===== config.mk =====
export PLATFORM = sky130hd
export DESIGN_NAME = rx_page_ring
export DESIGN_NICKNAME = d
export VERILOG_FILES = /design/src/rtl/rx_page_ring_pkg.sv /design/src/rtl/rpr_ptrs.sv /design/src/rtl/rpr_writer.sv /design/src/rtl/rpr_mem_mux.sv /design/src/rtl/rx_page_ring.sv
export SDC_FILE = /design/constraint.sdc
export NUM_CORES = 1
export LEC_CHECK = 0
export ABC_AREA = 1
export BUFFER_PORTS_ARGS = -buffer_cell sky130_fd_sc_hd__clkbuf_2
export CAP_MARGIN = 10
export CORE_ASPECT_RATIO = 0.6
export CORE_MARGIN = 2
export CORE_UTILIZATION = 52
export CTS_CLUSTER_DIAMETER = 60
export DETAILED_ROUTE_END_ITERATION = 16
export PLACE_DENSITY = 0.77
export SYNTH_ARGS = -nofsm -noshare
export SYNTH_HDL_FRONTEND = slang
export SYNTH_SLANG_ARGS = --single-unit

===== constraint.sdc =====
create_clock -name clk -period 2.55 [get_ports clk]
set_input_delay 0.255 -clock clk [delete_from_list [all_inputs] [get_ports clk]]
set_output_delay 0.255 -clock clk [all_outputs]
set_load 0.1 [all_outputs]

===== src/rtl/rx_page_ring_pkg.sv =====
package rx_page_ring_pkg;

    localparam int PG_W   = 8;
    localparam int OFF_W  = 8;
    localparam int ADR_W  = PG_W + OFF_W;
    localparam int LEN_W  = 16;
    localparam int HDR_N  = 4;
    localparam int HIDX_W = $clog2(HDR_N);

    typedef logic [PG_W-1:0]  page_t;
    typedef logic [OFF_W-1:0] off_t;
    typedef logic [LEN_W-1:0] len_t;

    typedef enum logic [1:0] {
        WR_IDLE,
        WR_BODY,
        WR_SKIP,
        WR_HDR
    } wr_st_e;

    typedef struct packed {
        logic [3:0] rsvd;
        logic       fifo_ovr;
        logic       align_bad;
        logic       crc_bad;
        logic       intact;
    } rx_stat_t;

    function automatic page_t page_after(page_t p, page_t lo, page_t hi);
        page_t n;
        n = p + page_t'(1);
        return (n == hi) ? lo : n;
    endfunction

endpackage


===== src/rtl/rpr_ptrs.sv =====
module rpr_ptrs
    import rx_page_ring_pkg::*;
(
    input  logic  clk,
    input  logic  rst,
    input  logic  init,
    input  page_t lo,
    input  page_t hi,
    input  logic  bnry_we,
    input  page_t bnry_wdata,
    input  logic  load,
    input  page_t load_val,
    input  logic  ovf_evt,
    input  logic  ovw_clr,
    output page_t cur_q,
    output page_t bnry_q,
    output logic  ovw_q
);

    always_ff @(posedge clk) begin
        if (rst || init) begin
            cur_q  <= lo;
            bnry_q <= hi - page_t'(1);
            ovw_q  <= 1'b0;
        end else begin
            if (load)
                cur_q <= load_val;
            if (bnry_we)
                bnry_q <= bnry_wdata;
            if (ovf_evt)
                ovw_q <= 1'b1;
            else if (ovw_clr)
                ovw_q <= 1'b0;
        end
    end


    cur_hold_chk: assert property (@(posedge clk) disable iff (rst)
        (!load && !init) |=> $stable(cur_q));


    ovw_keep_chk: assert property (@(posedge clk) disable iff (rst)
        (ovw_q && !ovw_clr && !init) |=> ovw_q);


    bnry_take_chk: assert property (@(posedge clk) disable iff (rst)
        (bnry_we && !init) |=> (bnry_q == $past(bnry_wdata)));

endmodule


===== src/rtl/rpr_writer.sv =====
module rpr_writer
    import rx_page_ring_pkg::*;
(
    input  logic              clk,
    input  logic              rst,
    input  page_t             cur,
    input  page_t             bnry,
    input  page_t             lo,
    input  page_t             hi,
    input  logic              keep_bad,
    input  logic              rx_valid,
    input  logic [7:0]        rx_data,
    input  logic              rx_last,
    input  logic              rx_crc_bad,
    input  logic              rx_align_bad,
    input  logic              rx_fifo_ovr,
    output logic              body_we,
    output logic [ADR_W-1:0]  body_addr,
    output logic [7:0]        body_data,
    output logic              hdr_we,
    output logic [ADR_W-1:0]  hdr_addr,
    output logic [7:0]        hdr_data,
    output logic              load_cur,
    output page_t             load_val,
    output logic              ovf_evt
);

    wr_st_e      st;
    page_t       pos_pg, frm_pg, nxt_pg;
    off_t        pos_off;
    len_t        cnt, len_q;
    rx_stat_t    stat_q;
    logic [HIDX_W-1:0] hidx;

    logic        take, blocked, bad_now;
    page_t       e_pg;
    off_t        e_off;
    len_t        e_cnt;
    rx_stat_t    stat_now;

    always_comb begin
        take     = rx_valid && (st == WR_IDLE || st == WR_BODY);
        e_pg     = (st == WR_IDLE) ? cur : pos_pg;
        e_off    = (st == WR_IDLE) ? off_t'(HDR_N) : pos_off;
        e_cnt    = (st == WR_IDLE) ? '0 : cnt;
        blocked  = (e_pg == bnry);
        ovf_evt  = take && blocked;
        body_we  = take && !blocked;
        body_addr = {e_pg, e_off};
        body_data = rx_data;
        bad_now  = rx_crc_bad || rx_align_bad || rx_fifo_ovr;
        stat_now = '{rsvd: 4'h0, fifo_ovr: rx_fifo_ovr, align_bad: rx_align_bad,
                     crc_bad: rx_crc_bad, intact: !bad_now};
        hdr_we   = (st == WR_HDR);
        hdr_addr = {frm_pg, {(OFF_W-HIDX_W){1'b0}}, hidx};
        case (hidx)
            2'd0:    hdr_data = stat_q;
            2'd1:    hdr_data = nxt_pg;
            2'd2:    hdr_data = len_q[7:0];
            default: hdr_data = len_q[15:8];
        endcase
        load_cur = (st == WR_HDR) && (hidx == HIDX_W'(HDR_N-1));
        load_val = nxt_pg;
    end

    always_ff @(posedge clk) begin
        if (rst) begin
            st      <= WR_IDLE;
            pos_pg  <= '0;
            frm_pg  <= '0;
            nxt_pg  <= '0;
            pos_off <= '0;
            cnt     <= '0;
            len_q   <= '0;
            stat_q  <= '0;
            hidx    <= '0;
        end else begin
            case (st)
                WR_IDLE, WR_BODY: begin
                    if (take) begin
                        if (blocked) begin
                            st <= rx_last ? WR_IDLE : WR_SKIP;
                        end else begin
                            if (st == WR_IDLE)
                                frm_pg <= cur;
                            pos_off <= e_off + off_t'(1);
                            pos_pg  <= (e_off == '1) ? page_after(e_pg, lo, hi) : e_pg;
                            cnt     <= e_cnt + len_t'(1);
                            if (rx_last) begin
                                len_q  <= e_cnt + len_t'(1);
                                nxt_pg <= page_after(e_pg, lo, hi);
                                stat_q <= stat_now;
                                hidx   <= '0;
                                st     <= (bad_now && !keep_bad) ? WR_IDLE : WR_HDR;
                            end else begin
                                st <= WR_BODY;
                            end
                        end
                    end
                end
                WR_SKIP: begin
                    if (rx_valid && rx_last)
                        st <= WR_IDLE;
                end
                default: begin
                    hidx <= hidx + 1'b1;
                    if (hidx == HIDX_W'(HDR_N-1))
                        st <= WR_IDLE;
                end
            endcase
        end
    end


    hdr_step_chk: assert property (@(posedge clk) disable iff (rst)
        (st == WR_HDR && hidx != HIDX_W'(HDR_N-1)) |=>
        (st == WR_HDR && hidx == $past(hidx) + 1'b1));


    skip_quiet_chk: assert property (@(posedge clk) disable iff (rst)
        (st == WR_SKIP) |-> !hdr_we);

endmodule


===== src/rtl/rpr_mem_mux.sv =====
module rpr_mem_mux
    import rx_page_ring_pkg::*;
(
    input  logic             body_we,
    input  logic [ADR_W-1:0] body_addr,
    input  logic [7:0]       body_data,
    input  logic             hdr_we,
    input  logic [ADR_W-1:0] hdr_addr,
    input  logic [7:0]       hdr_data,
    output logic             mem_we,
    output logic [ADR_W-1:0] mem_addr,
    output logic [7:0]       mem_wdata
);

    always_comb begin
        mem_we    = body_we || hdr_we;
        mem_addr  = hdr_we ? hdr_addr : body_addr;
        mem_wdata = hdr_we ? hdr_data : body_data;
    end

endmodule


===== src/rtl/rx_page_ring.sv =====
module rx_page_ring
    import rx_page_ring_pkg::*;
(
    input  logic        clk,
    input  logic        rst,
    input  logic [7:0]  page_lo,
    input  logic [7:0]  page_hi,
    input  logic        ring_init,
    input  logic        keep_bad,
    input  logic        bnry_we,
    input  logic [7:0]  bnry_wdata,
    input  logic        ovw_clr,
    input  logic        rx_valid,
    input  logic [7:0]  rx_data,
    input  logic        rx_last,
    input  logic        rx_crc_bad,
    input  logic        rx_align_bad,
    input  logic        rx_fifo_ovr,
    output logic        mem_we,
    output logic [15:0] mem_addr,
    output logic [7:0]  mem_wdata,
    output logic [7:0]  cur_page,
    output logic [7:0]  bnry_page,
    output logic        ovw_flag
);

    logic             body_we, hdr_we, load_cur, ovf_evt;
    logic [ADR_W-1:0] body_addr, hdr_addr;
    logic [7:0]       body_data, hdr_data;
    page_t            load_val;

    rpr_ptrs u_ptrs (
        .clk(clk), .rst(rst), .init(ring_init), .lo(page_lo), .hi(page_hi),
        .bnry_we(bnry_we), .bnry_wdata(bnry_wdata),
        .load(load_cur), .load_val(load_val), .ovf_evt(ovf_evt), .ovw_clr(ovw_clr),
        .cur_q(cur_page), .bnry_q(bnry_page), .ovw_q(ovw_flag)
    );

    rpr_writer u_writer (
        .clk(clk), .rst(rst), .cur(cur_page), .bnry(bnry_page),
        .lo(page_lo), .hi(page_hi), .keep_bad(keep_bad),
        .rx_valid(rx_valid), .rx_data(rx_data), .rx_last(rx_last),
        .rx_crc_bad(rx_crc_bad), .rx_align_bad(rx_align_bad), .rx_fifo_ovr(rx_fifo_ovr),
        .body_we(body_we), .body_addr(body_addr), .body_data(body_data),
        .hdr_we(hdr_we), .hdr_addr(hdr_addr), .hdr_data(hdr_data),
        .load_cur(load_cur), .load_val(load_val), .ovf_evt(ovf_evt)
    );

    rpr_mem_mux u_mux (
        .body_we(body_we), .body_addr(body_addr), .body_data(body_data),
        .hdr_we(hdr_we), .hdr_addr(hdr_addr), .hdr_data(hdr_data),
        .mem_we(mem_we), .mem_addr(mem_addr), .mem_wdata(mem_wdata)
    );


    mem_range_chk: assert property (@(posedge clk) disable iff (rst)
        mem_we |-> (mem_addr[15:8] >= page_lo && mem_addr[15:8] < page_hi));


    hdr_excl_chk: assert property (@(posedge clk) disable iff (rst)
        !(body_we && hdr_we));

endmodule


Word-level counts from Yosys, hierarchy flattened
Index checks and enable logic that the tools add are counted.
{"block": "word_totals", "ff_bits": 89, "output_inout_bits": 42, "word_cells": 87}
{"block": "classes", "add_sub_neg": 5, "eq_ne": 13, "muxes": 26, "n_bitwise": 2, "reduce_logical": 26}
{"cell": "$mux 8", "n": 9}
{"cell": "$mux 16", "n": 2}
{"cell": "$pmux 8 s3", "n": 1}
{"cell": "$mux 2", "n": 10}
{"cell": "$add 16x1->16 const B", "n": 1}
{"cell": "$add 8x1->8 const B", "n": 2}
{"cell": "$eq 8x8->1", "n": 2}
{"cell": "$reduce_and 4->1", "n": 3}
{"cell": "$eq 2x2->1 const B", "n": 4}
{"cell": "$eq 8x8->1 const B", "n": 1}
{"cell": "$pmux 2 s2", "n": 2}
{"cell": "$sub 8x1->8 const B", "n": 1}
{"cell": "$logic_and 1x1->1", "n": 6}
{"cell": "$reduce_and 3->1", "n": 2}
{"cell": "$reduce_bool 2->1", "n": 3}
{"cell": "$logic_or 1x1->1", "n": 5}
{"cell": "$eq 2x1->1 const B", "n": 2}
{"cell": "$logic_not 2->1", "n": 2}
{"cell": "$ne 2x1->1 const B", "n": 2}
{"cell": "$ne 2x2->1 const B", "n": 2}
{"cell": "$logic_not 1->1", "n": 3}
{"cell": "$reduce_bool 3->1", "n": 1}
{"cell": "$add 2x1->2 const B", "n": 1}
{"cell": "$mux 1", "n": 2}
{"cell": "other kinds (2)", "n": 3}

Depth between registers and ports, before layout
Gate-level depths: netlist of run 1.
{"block": "depth", "depth_word": 8, "ltp_mapped": 18, "depth_no_buf": 18}

Hierarchy
A second synthesis of run 1 with hierarchy kept.
{"block": "hier_totals", "cells_unflattened": 840, "hier_area_um2": 5711.7}
{"module": "rpr_writer", "n_inst": 1, "cells_per_inst": 659, "area_per_inst_um2": 4458.0, "seq_area_each_um2": 1441.4}
{"module": "rpr_ptrs", "n_inst": 1, "cells_per_inst": 102, "area_per_inst_um2": 892.1, "seq_area_each_um2": 500.5}
{"module": "rpr_mem_mux", "n_inst": 1, "cells_per_inst": 79, "area_per_inst_um2": 361.6, "seq_area_each_um2": 0.0}

Least setup slack after synthesis of run 1
Ideal clock, no wire load.
{"block": "synth_path", "kind": "register -> output", "startpoint": "register u_ptrs.cur_q[7]", "endpoint": "output mem_addr[15]", "t_arrival_ns": 3.312, "required_time_ns": 2.295, "slack_ns": -1.017, "path_stages_with_launch": 3, "n_path_buf": 0, "cell_sequence": "edfxtp_1 o21ai_2 o21ai_0"}
{"block": "synth_via", "elab_chain_cells": 2}
{"item": "start: declaration", "line": "rpr_ptrs.sv:15", "rtl": "output page_t cur_q,"}
{"item": "start signal: assignment", "line": "rpr_ptrs.sv:22", "rtl": "cur_q <= lo;"}
{"item": "start signal: assignment", "line": "rpr_ptrs.sv:27", "rtl": "cur_q <= load_val;"}
{"item": "$mux 8", "line": "rpr_writer.sv:43", "rtl": "e_pg = (st == WR_IDLE) ? cur : pos_pg;"}
{"item": "$mux 16", "line": "rpr_mem_mux.sv:17", "rtl": "mem_addr = hdr_we ? hdr_addr : body_addr;"}
{"item": "end: declaration", "line": "rx_page_ring.sv:20", "rtl": "output logic [15:0] mem_addr,"}
No other way between the ends.

Final worst setup path of run 1
{"block": "layout_path", "startpoint": "register u_writer.st[1]", "endpoint": "output mem_we"}
{"block": "layout_via", "elab_chain_cells": 6}
{"item": "start: declaration", "line": "rpr_writer.sv:28", "rtl": "wr_st_e st;"}
{"item": "start signal: assignment", "line": "rpr_writer.sv:82", "rtl": "st <= rx_last ? WR_IDLE : WR_SKIP;"}
{"item": "start signal: assignment", "line": "rpr_writer.sv:94", "rtl": "st <= (bad_now && !keep_bad) ? WR_IDLE : WR_HDR;"}
{"item": "$logic_not 2->1", "line": "rpr_writer.sv:42, rpr_writer.sv:43"}
{"item": "$mux 8", "line": "rpr_writer.sv:43"}
{"item": "$eq 8x8->1", "line": "rpr_writer.sv:46", "rtl": "blocked = (e_pg == bnry);"}
{"item": "$logic_not 1->1", "line": "rpr_writer.sv:48", "rtl": "body_we = take && !blocked;"}
{"item": "$logic_and 1x1->1", "line": "rpr_writer.sv:48"}
{"item": "$logic_or 1x1->1 *", "line": "rpr_mem_mux.sv:16", "rtl": "mem_we = body_we || hdr_we;"}
{"item": "end: declaration", "line": "rx_page_ring.sv:19", "rtl": "output logic mem_we,"}
Mark *: on every way between the ends. The rest lies on a longest branch, timed or not.

==> summary.txt, run 1 <==
Status
  • Status: complete, no violations

Die
  • Chip Width: 134 um
  • Site Rows: 28
  • Die Ht: 81.9 um
  • Boundary Pins: 85
  • Initial core utilization: 53.4%
  • Core ar.: 9840 um2
  • Die footprint: 10900 um2

Worst setup path
  • Slowest-stage cell, CP: dfxtp_4
  • Crit-path cells: buf_4, inv_4, nand2_8, nand2_1, nand2_4, xnor2_1, nand2_1, nor3_2, nand2_1, nand2_4, nand2_4, buf_12
  • Critical path peak fanout: 8
  • Crit start category: flip-flop
  • Top delay family on crit path: simple AND/OR/NAND/NOR gates
  • Setup crit end kind: output port
  • Worst Path Required: 2.30 ns
  • Critical path class: reg -> out
  • Slowest Stage Delay on Critical Path: 0.37 ns
  • Data arrival, critical path: 2.26 ns
  • Critical path buffers and inverters: 3

Timing
  • Fin. max-slew vios: 0
  • Peak Freq: 397 MHz
  • Slew @ Worst Pin: 0.676 ns
  • Setup TNS: 0 ns
  • Hold Violations, Final: 0
  • Relative slew slack: 54.5%
  • Final Cycle Share: 98.8%
  • RSZ-0062 raised after global routing: yes
  • Final Critical Period: 2.52 ns
  • Final setup viols: 0
  • Clock Skews: 0.00706 ns

Power
  • Switch share: 38.9%
  • Sw Pwr: 1.79 mW
  • Pwr Density: 666 nW/um2
  • Cell-internal power: 2.81 mW
  • Seq pwr share: 35.6%
  • Leakage power: 3.03 nW
  • Clk pwr share: 29.8%
  • Combinational fraction of design power: 34.6%
  • Peak VDD IR: 0.000352 V

Detailed routing
  • Detailed Routing Iterations Pass 1: 5
  • Vias: 5616
  • Metal1 wirelength: 7.68 mm
  • Drt via density: 5.66
  • DR WL met2: 7.06 mm
  • Total Wirelength: 17.4 mm
  • DRC Markers: 0
  • Post-detailed-route wirelength per cell: 17.5 um
  • Max Used Layer: met4
  • Initial DRC count: 623
  • Routed met3 length: 2.35 mm
  • Routed Antenna Nets: 0

Global route
  • Largest net degree at the start of global routing: 60
  • Initial antenna violation count: 0
  • Global-route usage over all layers: 31.9%
  • First-pass GRT wire length: 26.6 mm
  • Vias in the first global route: 5111
  • Total gr overflow: 0

Synthesis
  • Post-synth EDFFs: 16
  • Dominant synthesized flop cell: dfxtp_1
  • Top cells by area, synth: dfxtp_1, nand2_1, edfxtp_1, o21ai_0, a21oi_1
  • Synth top area share: 27.8%
  • Synthesized flop and latch total: 89
  • Syn Std Cell Area: 5250 um2
  • Post-synth net total: 802
  • Post-synthesis sequential area ratio: 37.0%
  • Synth cell types: 40
  • Leading area contributor after synthesis: dfxtp_1
  • Mapped Cells: 750
  • Synthesized area per cell: 7.00 um2
  • Ys async rst share: 0%
  • Synth Warn #: 0

Place
  • Gpl congestion: 0.983
  • DP Wirelength: 12.6 mm
  • Port bufs: 84

Job
  • Max Cap Viol: 0

Clock tree
  • H-tree levels: 3
  • Clock root buffer: clkbuf_16
  • Sink Count: 89
  • CTS Buffer Depth: 2
  • Skew-Pair Late Insertion Delay: 0.35 ns
  • TritonCTS buffer count: 9
  • Cts hold-fix bufs: 0
  • Clk slew on worst S/H paths: 0.07 ns
  • CTS tree: built

Layout
  • Fin nets: 904
  • Multi-input logic area: 3030 um2
  • Fin util: 70.0%
  • Antenna Cells: 0
  • Share of cells above drive strength 1: 25.0%
  • Area Growth Syn to Fin: 31.3%
  • # fillers: 794
  • FF+latch area: 1950 um2

Worst hold path
  • Worst hold-check path type: in -> reg
## cell type report
cell class	count	area share [%]
Tap cell	135	2.45
Inverter	90	5.06
Sequential cell	89	28.3
Multi-Input combinational cell	541	43.9
Clock inverter	7	1.14
Clock buffer	9	3.27
Timing Repair Buffer	121	15.9
## final timing paths
| check | slack, ns | to | start | cells past startpoint |
|---|---|---|---|---|
| hold reg to reg | 0.46 | u_writer.frm_pg[5] | u_writer.frm_pg[5] | 2 |
| hold / removal | 0.15 | u_ptrs.ovw_q | ovw_clr | 4 |
| setup / recovery | 0.03 | mem_we | u_writer.st[1] | 12 |
| setup reg to reg | 0.06 | u_writer.load_val[2] | u_writer.st[1] | 17 |
## cell usage in the layout (no fill, tap or decap), types with 3 or more instances in the layout
| cell | count |
|---|---|
| a21oi_1 | 70 |
| a21oi_2 | 4 |
| a31oi_1 | 6 |
| buf_12 | 27 |
| buf_4 | 34 |
| clkbuf_16 | 9 |
| clkbuf_2 | 60 |
| clkinvlp_4 | 3 |
| dfxtp_1 | 71 |
| edfxtp_1 | 16 |
| ha_1 | 8 |
| inv_1 | 83 |
| inv_2 | 3 |
| inv_4 | 3 |
| nand2_1 | 150 |
| nand2_2 | 9 |
| nand2_4 | 12 |
| nand3_1 | 28 |
| nand3_2 | 4 |
| nand4_1 | 10 |
| nor2_1 | 72 |
| nor2_2 | 10 |
| nor2_4 | 6 |
| nor3_1 | 5 |
| nor3_2 | 3 |
| nor3_4 | 3 |
| o21a_1 | 5 |
| o21ai_0 | 76 |
| o21ai_1 | 10 |
| o22ai_1 | 5 |
| xnor2_1 | 8 |
| xnor2_2 | 4 |
| xor2_1 | 15 |
## layer usage
| layer | track usage, % | vias to the layer above |
|---|---|---|
| li1 | - | 2642 |
| met1 | 44.1 | 2604 |
| met2 | 44.9 | 334 |
| met3 | 13.5 | 36 |
| met4 | 9.57 | 0 |
| met5 | 0 | - |
## synth_stat cells (8+ instances only)
cell type / number
xor2_1: 15
nor2_2: 8
ha_1: 9
xnor2_1: 12
inv_1: 84
nand3_1: 31
nand2_1: 155
buf_2: 10
edfxtp_1: 16
nand4_1: 10
nor2_1: 77
dfxtp_1: 73
clkbuf_1: 15
o21ai_1: 8
a21oi_1: 74
nand2_2: 10
nand2_4: 8
o21ai_0: 79
## power by group through the flow
stage | Combinational, mW | Sequential [mW] | Clock [mW]
6_report | 1.59 | 1.64 | 1.37
5_1_grt | 1.68 | 1.64 | 1.43
4_1_cts | 1.46 | 1.63 | 1.37
3_5_place_dp | 1.44 | 1.65 | 0
3_3_place_gp | 1.42 | 1.65 | 0
2_1_floorplan | 0.823 | 1.83 | 0
## timing repair
item | CTS | global route
gates resized for setup | 7 | 39
pin swaps | 2 | 14
endpoints found under the setup margin | 1 | 42
buffers inserted | 3 | 13
hold endpoints to repair | 0 | 0
## cells by family (layout without fill, tap and decap cells)
logic type	count (synthesis)	after routing	synth area share (%)
simple gates	323	323	28.9
compound gates	182	182	18.3
buf+inv	120	227	9.17
flops	89	89	37.0
xor+xnor	27	27	4.50
fa+ha+maj	9	9	2.14
## worst reg2reg max path: stages (launching register included)
cell	delay, ns
dfxtp_4	0.37
buf_4	0.15
inv_4	0.08
nand2_8	0.09
nand2_4	0.07
nand2_4	0.05
ha_1	0.32
xnor2_1	0.17
nand3_1	0.10
nor2_2	0.15
nand2_1	0.11
nor2_4	0.19
buf_4	0.15
nand4_1	0.13
nand2_1	0.11
nand2_1	0.05
nand2_1	0.06
inv_1	0.04
## through the flow
stage	setup slack, ns	hold slack, ns	power [mW]	instances	area [um2]
final	0.0315	0.151	4.59	992	6900
after global placement	0.0819	0.435	3.07	959	6260
after detailed placement	0.0335	0.447	3.10	959	6260
after CTS	0.0186	0.148	4.46	978	6610
after global routing	-0.107	0.182	4.75	992	6900
after floorplan	-0.598	0.390	2.65	750	5270
## state kept, by name (all words and copies together) (netlist names)
name,cells
u_writer.len_q,16
u_writer.pos_off,8
u_writer.cnt,16
u_ptrs.cur_q,8
u_writer.load_val,8
u_writer.hidx,2
u_ptrs.bnry_q,8
u_writer.pos_pg,8
u_writer.st,2
u_ptrs.ovw_q,1
u_writer.stat_q,4
u_writer.frm_pg,8
Power figures use the tool's default switching activity.
==> run 2: changes to the inputs <==
--- a/config.mk
+++ b/config.mk
@@ -6,7 +6,7 @@
 export NUM_CORES = 1
 export LEC_CHECK = 0
 export ABC_AREA = 1
-export BUFFER_PORTS_ARGS = -buffer_cell sky130_fd_sc_hd__clkbuf_2
+export BUFFER_PORTS_ARGS = -buffer_cell sky130_fd_sc_hd__buf_2
 export CAP_MARGIN = 10
 export CORE_ASPECT_RATIO = 0.6
 export CORE_MARGIN = 2
==> summary.txt, run 2 (same netlist as run 1, synthesis figures left out) <==
Status
  • Status: complete, no violations

Timing
  • Hold Violations, Final: 0
  • Fin. max-slew vios: 0
  • Relative slew slack: 44.6%
  • Final worst setup slack: 0.00217 ns
  • Clock Skews: 0.00719 ns
  • Final Critical Period: 2.55 ns
  • Peak Freq: 392 MHz
  • Slew @ Worst Pin: 0.823 ns
  • Final Cycle Share: 99.9%
  • Final setup viols: 0

Detailed routing
  • Drt via density: 5.72
  • Detailed Routing Iterations Pass 1: 6
  • Post-detailed-route wirelength per cell: 18.1 um
  • Total Wirelength: 18.3 mm
  • Routed Antenna Nets: 0
  • Vias: 5781
  • DRC Markers: 0
  • Initial DRC count: 692

Layout
  • Most frequent cells in the layout: nand2_1, inv_1, o21ai_0, nor2_1, dfxtp_1
  • Antenna Cells: 0
  • Largest registers: u_writer.cnt: 16 flops, u_writer.len_q: 16 flops
  • Area Growth Syn to Fin: 34.3%
  • Share of cells above drive strength 1: 26.5%
  • Commonest non-fill, non-tap cell in the layout: nand2_1
  • Fin nets: 923
  • Fin util: 71.7%

Worst setup path
  • Critical path class: reg -> out
  • Crit start category: flip-flop
  • Worst Path Required: 2.30 ns
  • Worst R2R Path Depth: 17
  • Data arrival, critical path: 2.29 ns
  • Critical path peak fanout: 7
  • Setup crit end kind: output port

Die
  • Boundary Pins: 85
  • Site Rows: 28
  • Core ar.: 9840 um2
  • Initial core utilization: 53.4%
  • Die footprint: 10900 um2
  • Die Ht: 81.9 um
  • Chip Width: 134 um

Global route
  • Largest net degree at the start of global routing: 60
  • Vias in the first global route: 4972
  • First-pass GRT wire length: 26.3 mm
  • Initial antenna violation count: 0
  • Total gr overflow: 0
  • Global-route usage over all layers: 31.4%

Power
  • Pwr Density: 657 nW/um2
  • Peak VDD IR: 0.000421 V
  • Power Total: 4.63 mW
  • Leakage power: 3.10 nW

Clock tree
  • H-tree levels: 3
  • Skew-Pair Late Insertion Delay: 0.35 ns
  • Clk slew on worst S/H paths: 0.06 ns
  • Clock root buffer: clkbuf_16
  • CTS Buffer Depth: 2
  • CTS tree: built
  • TritonCTS buffer count: 9
  • Sink Count: 89

Worst hold path
  • Worst hold-check path type: in -> reg
  • Hold Path Stages: 3

Place
  • Port bufs: 84
  • DP Wirelength: 12.4 mm
  • Gpl congestion: 1.01
  • Pre-CTS setup slack: -0.00832 ns

Job
  • Max Cap Viol: 0
## run 2: changes by cell type in the layout (fill, tap and decap cells not counted), sizes merged
| cell | before | now |
|---|---|---|
| inv | 91 | 90 |
| clkinvlp | 3 | 1 |
| clkbuf | 69 | 14 |
| buf | 61 | 136 |
| nand2 | 173 | 174 |
| bufbuf | 0 | 1 |
## run 2: area by class of cell
type | instances | area, um2
inverters | 90 | 357
clock inverters | 4 | 52.6
well taps | 135 | 169
repair buffers | 139 | 1280
clock buffers | 12 | 246
multi-input cells | 542 | 3000
flip-flops and latches | 89 | 1950
fillers | 726 | 2790
## run 2: per-stage QoR
step           std cells  setup TNS (ns)  cell area, um2  hold slack [ns]
2_1_floorplan        750           -5.05            5270            0.390
3_3_place_gp         957               0            6250            0.436
3_5_place_dp         957         -0.0134            6250            0.444
4_1_cts              985               0            6700            0.149
5_1_grt             1011          -0.189            7050            0.161
6_report            1011               0            7050            0.144
## run 2: power by group
part | internal [mW] | switching, mW
registers | 1.55 | 0.0859
clock network | 0.791 | 0.563
logic | 0.529 | 1.12
## run 2: per-layer routing
metal	vias up	routed length (um)	global-route usage, %
met2	376	7550	44.8
met5	-	0	0
met3	35	2440	9.26
met1	2686	8010	46.2
li1	2684	-	-
met4	0	324	7.55
## run 2: critical path, stage by stage (launching register included)
cell	delay (ns)
dfxtp_4	0.37
buf_6	0.14
inv_6	0.09
nand2_8	0.08
nand2_4	0.07
nand2_4	0.05
buf_6	0.14
xor2_1	0.15
nor3_2	0.25
nand2_2	0.13
nand2_4	0.11
buf_12	0.12
nand2_2	0.06
buf_12	0.18
## run 2: final timing paths
check,endpoint,from,slack [ns]
max reg2reg,u_writer.hidx[1],u_writer.st[0],0.02
min reg2reg,u_writer.cnt[9],u_writer.cnt[9],0.45
min,u_writer.stat_q[1],rx_crc_bad,0.14
max,mem_we,u_writer.st[0],0.002
## run 2: repair_timing
| item | CTS | global route |
|---|---|---|
| hold buffers | 0 | 0 |
| endpoints found under the hold margin | 0 | 0 |
| endpoints found under the setup margin | 7 | 53 |
| buffers inserted | 10 | 24 |
| pin swaps | 9 | 14 |
| cloned | 2 | 1 |
| resized for setup | 12 | 35 |
==> run 3: changes to the inputs <==
--- a/config.mk
+++ b/config.mk
@@ -10,10 +10,9 @@
 export CAP_MARGIN = 10
 export CORE_ASPECT_RATIO = 0.6
 export CORE_MARGIN = 2
-export CORE_UTILIZATION = 52
+export CORE_UTILIZATION = 38
 export CTS_CLUSTER_DIAMETER = 60
 export DETAILED_ROUTE_END_ITERATION = 16
-export PLACE_DENSITY = 0.77
 export SYNTH_ARGS = -nofsm -noshare
 export SYNTH_HDL_FRONTEND = slang
 export SYNTH_SLANG_ARGS = --single-unit
==> summary.txt, run 3 (same netlist as run 1, synthesis figures left out) <==
Status
  • Status: complete, no violations

Timing
  • Fin. max-slew vios: 0
  • Relative slew slack: 48.8%
  • RSZ-0062 raised after global routing: yes
  • Hold Violations, Final: 0
  • Final Critical Period: 2.50 ns
  • Peak Freq: 401 MHz
  • Clock Skews: 0.00705 ns
  • Final Cycle Share: 97.9%
  • Slew @ Worst Pin: 0.761 ns
  • Final setup viols: 0
  • Final worst setup slack: 0.0531 ns

Global route
  • Global-route usage over all layers: 22.0%
  • Total gr overflow: 0
  • Met3 GRT Util: 6.23%
  • Largest net degree at the start of global routing: 39
  • Vias in the first global route: 4526
  • First-pass GRT wire length: 25.0 mm
  • Met1 layer usage reported by global route: 36.7%
  • Initial antenna violation count: 0
  • Routing usage on met2: 27.2%
  • Global routing's busiest layer: met1

Power
  • Sw Pwr: 1.78 mW
  • Switch share: 39.6%
  • Clk pwr share: 28.9%
  • Seq pwr share: 36.2%
  • Cell-internal power: 2.71 mW
  • Power Total: 4.48 mW
  • Leakage power: 3.01 nW
  • Combinational fraction of design power: 34.8%
  • Peak VDD IR: 0.000291 V
  • Pwr Density: 646 nW/um2

Clock tree
  • CTS Buffer Depth: 2
  • Skew-Pair Late Insertion Delay: 0.34 ns
  • H-tree levels: 3
  • Sink Count: 89
  • TritonCTS buffer count: 9
  • Clk slew on worst S/H paths: 0.07 ns
  • Clock root buffer: clkbuf_16
  • CTS tree: built

Worst setup path
  • Worst flop-to-flop path startpoint: u_writer.st[1]
  • Crit start category: flip-flop
  • Critical path peak fanout: 8
  • Critical path class: reg -> reg
  • Crit-path cells: buf_4, inv_4, nand2_4, nand2_1, nand2_4, ha_2, nand3b_1, nand2_1, nand2_1, nand2_1, nor2_2, nand2_2, nor2_4, nand3_4, nand2_2, nand3_1, a21oi_1
  • Slowest-stage cell, CP: dfxtp_4
  • Data arrival, critical path: 2.77 ns
  • CP dominant cell by count: nand2_1
  • Worst Path Required: 2.82 ns
  • Slowest Stage Delay on Critical Path: 0.37 ns
  • R2r setup slk: 0.05 ns
  • Setup crit end kind: flip-flop
  • CP Launch Point: u_writer.st[1]

Detailed routing
  • DRC Markers: 0
  • Routed Antenna Nets: 0
  • Vias: 5336
  • Post-detailed-route wirelength per cell: 15.6 um
  • Detailed Routing Iterations Pass 1: 5
  • Drt via density: 5.14
  • Initial DRC count: 501
  • Total Wirelength: 16.2 mm

Layout
  • # fillers: 1340
  • Commonest non-fill, non-tap cell in the layout: nand2_1
  • Fin nets: 911
  • Finished Cell Area: 6940 um2
  • Share of cells above drive strength 1: 26.0%
  • Area Growth Syn to Fin: 32.2%
  • Largest registers: u_writer.cnt: 16 flops, u_writer.len_q: 16 flops
  • Antenna Cells: 0
  • Most frequent cells in the layout: nand2_1, inv_1, o21ai_0, nor2_1, dfxtp_1

Die
  • Site Rows: 33
  • Initial core utilization: 38.7%
  • Boundary Pins: 85
  • Core ar.: 13600 um2
  • Die Ht: 95.1 um
  • Chip Width: 156 um
  • Die footprint: 14800 um2

Place
  • DP Wirelength: 12.2 mm
  • Port bufs: 84
  • Pre-CTS setup slack: 0.0542 ns
  • Gpl congestion: 0.889
  • Post-DP Area: 6350 um2

Job
  • Max Cap Viol: 0

Worst hold path
  • Worst hold-check path type: in -> reg
  • Worst Hold Launch: rx_fifo_ovr
run 3: changes by cell type in the layout (fill, tap and decap cells not counted), sizes merged:
cell / previous run / this run
bufbuf: 1 / 0
nand2: 174 / 173
nor2: 90 / 92
clkinv: 2 / 3
clkbuf: 14 / 10
inv: 90 / 93
bufinv: 1 / 0
buf: 136 / 125
run 3: worst paths after layout:
| kind | cells past startpoint | endpoint |
|---|---|---|
| worst max-delay path | 17 | u_writer.pos_pg[2] |
| worst min-delay path | 3 | u_writer.stat_q[3] |
| worst max register to register | 17 | u_writer.pos_pg[2] |
| worst min register to register | 2 | u_writer.frm_pg[1] |
run 3: worst max-delay path, delay by kind of cell (launching register included):
family          cells  cell delay (ns)
compound gates      1             0.15
fa+ha+maj           1             0.18
simple gates       13             1.54
flops               1             0.37
buf+inv             2             0.18
run 3: area by class of cell:
| type | count | area (um2) | share of cell area, % |
|---|---|---|---|
| Multi-Input combinational cell | 543 | 3030 | 43.6 |
| Inverter | 90 | 340 | 4.90 |
| Timing Repair Buffer | 126 | 1120 | 16.2 |
| Tap cell | 175 | 219 | 3.15 |
| Clock buffer | 9 | 225 | 3.24 |
| Sequential cell | 89 | 1950 | 28.0 |
| Clock inverter | 7 | 62.6 | 0.901 |
run 3: routing by layer:
metal  share of wire (%)  wire length, um  up-vias
met1                  54             8780     2402
met5                   0                0        -
met4                0.38               61        0
li1                    -                -     2666
met2                  35             5720      259
met3                  10             1650        9
run 3: timing repair:
action                     in CTS  in global routing
gates resized for setup         6                 39
hold buffers                    0                  0
gates cloned                    0                  2
setup endpoints to repair       1                 34
setup buffers                   4                 10
pin swaps                       3                 11
hold endpoints to repair        0                  0
run 3: power by group through the flow:
stage / Sequential, mW / Clock [mW] / Combinational, mW
3_5_place_dp: 1.65 / 0 / 1.44
3_3_place_gp: 1.65 / 0 / 1.44
6_report: 1.62 / 1.30 / 1.56
4_1_cts: 1.62 / 1.31 / 1.46
5_1_grt: 1.64 / 1.37 / 1.66
2_1_floorplan: 1.83 / 0 / 0.823
run 3: stage by stage:
stage	utilization [%]	setup TNS, ns	cells	hold slack, ns
2_1_floorplan	-	-5.05	750	0.390
3_3_place_gp	46.7	0	1006	0.433
3_5_place_dp	46.7	0	1006	0.442
4_1_cts	49.2	0	1026	0.152
5_1_grt	51.1	-0.393	1039	0.146
6_report	51.1	0	1039	0.157
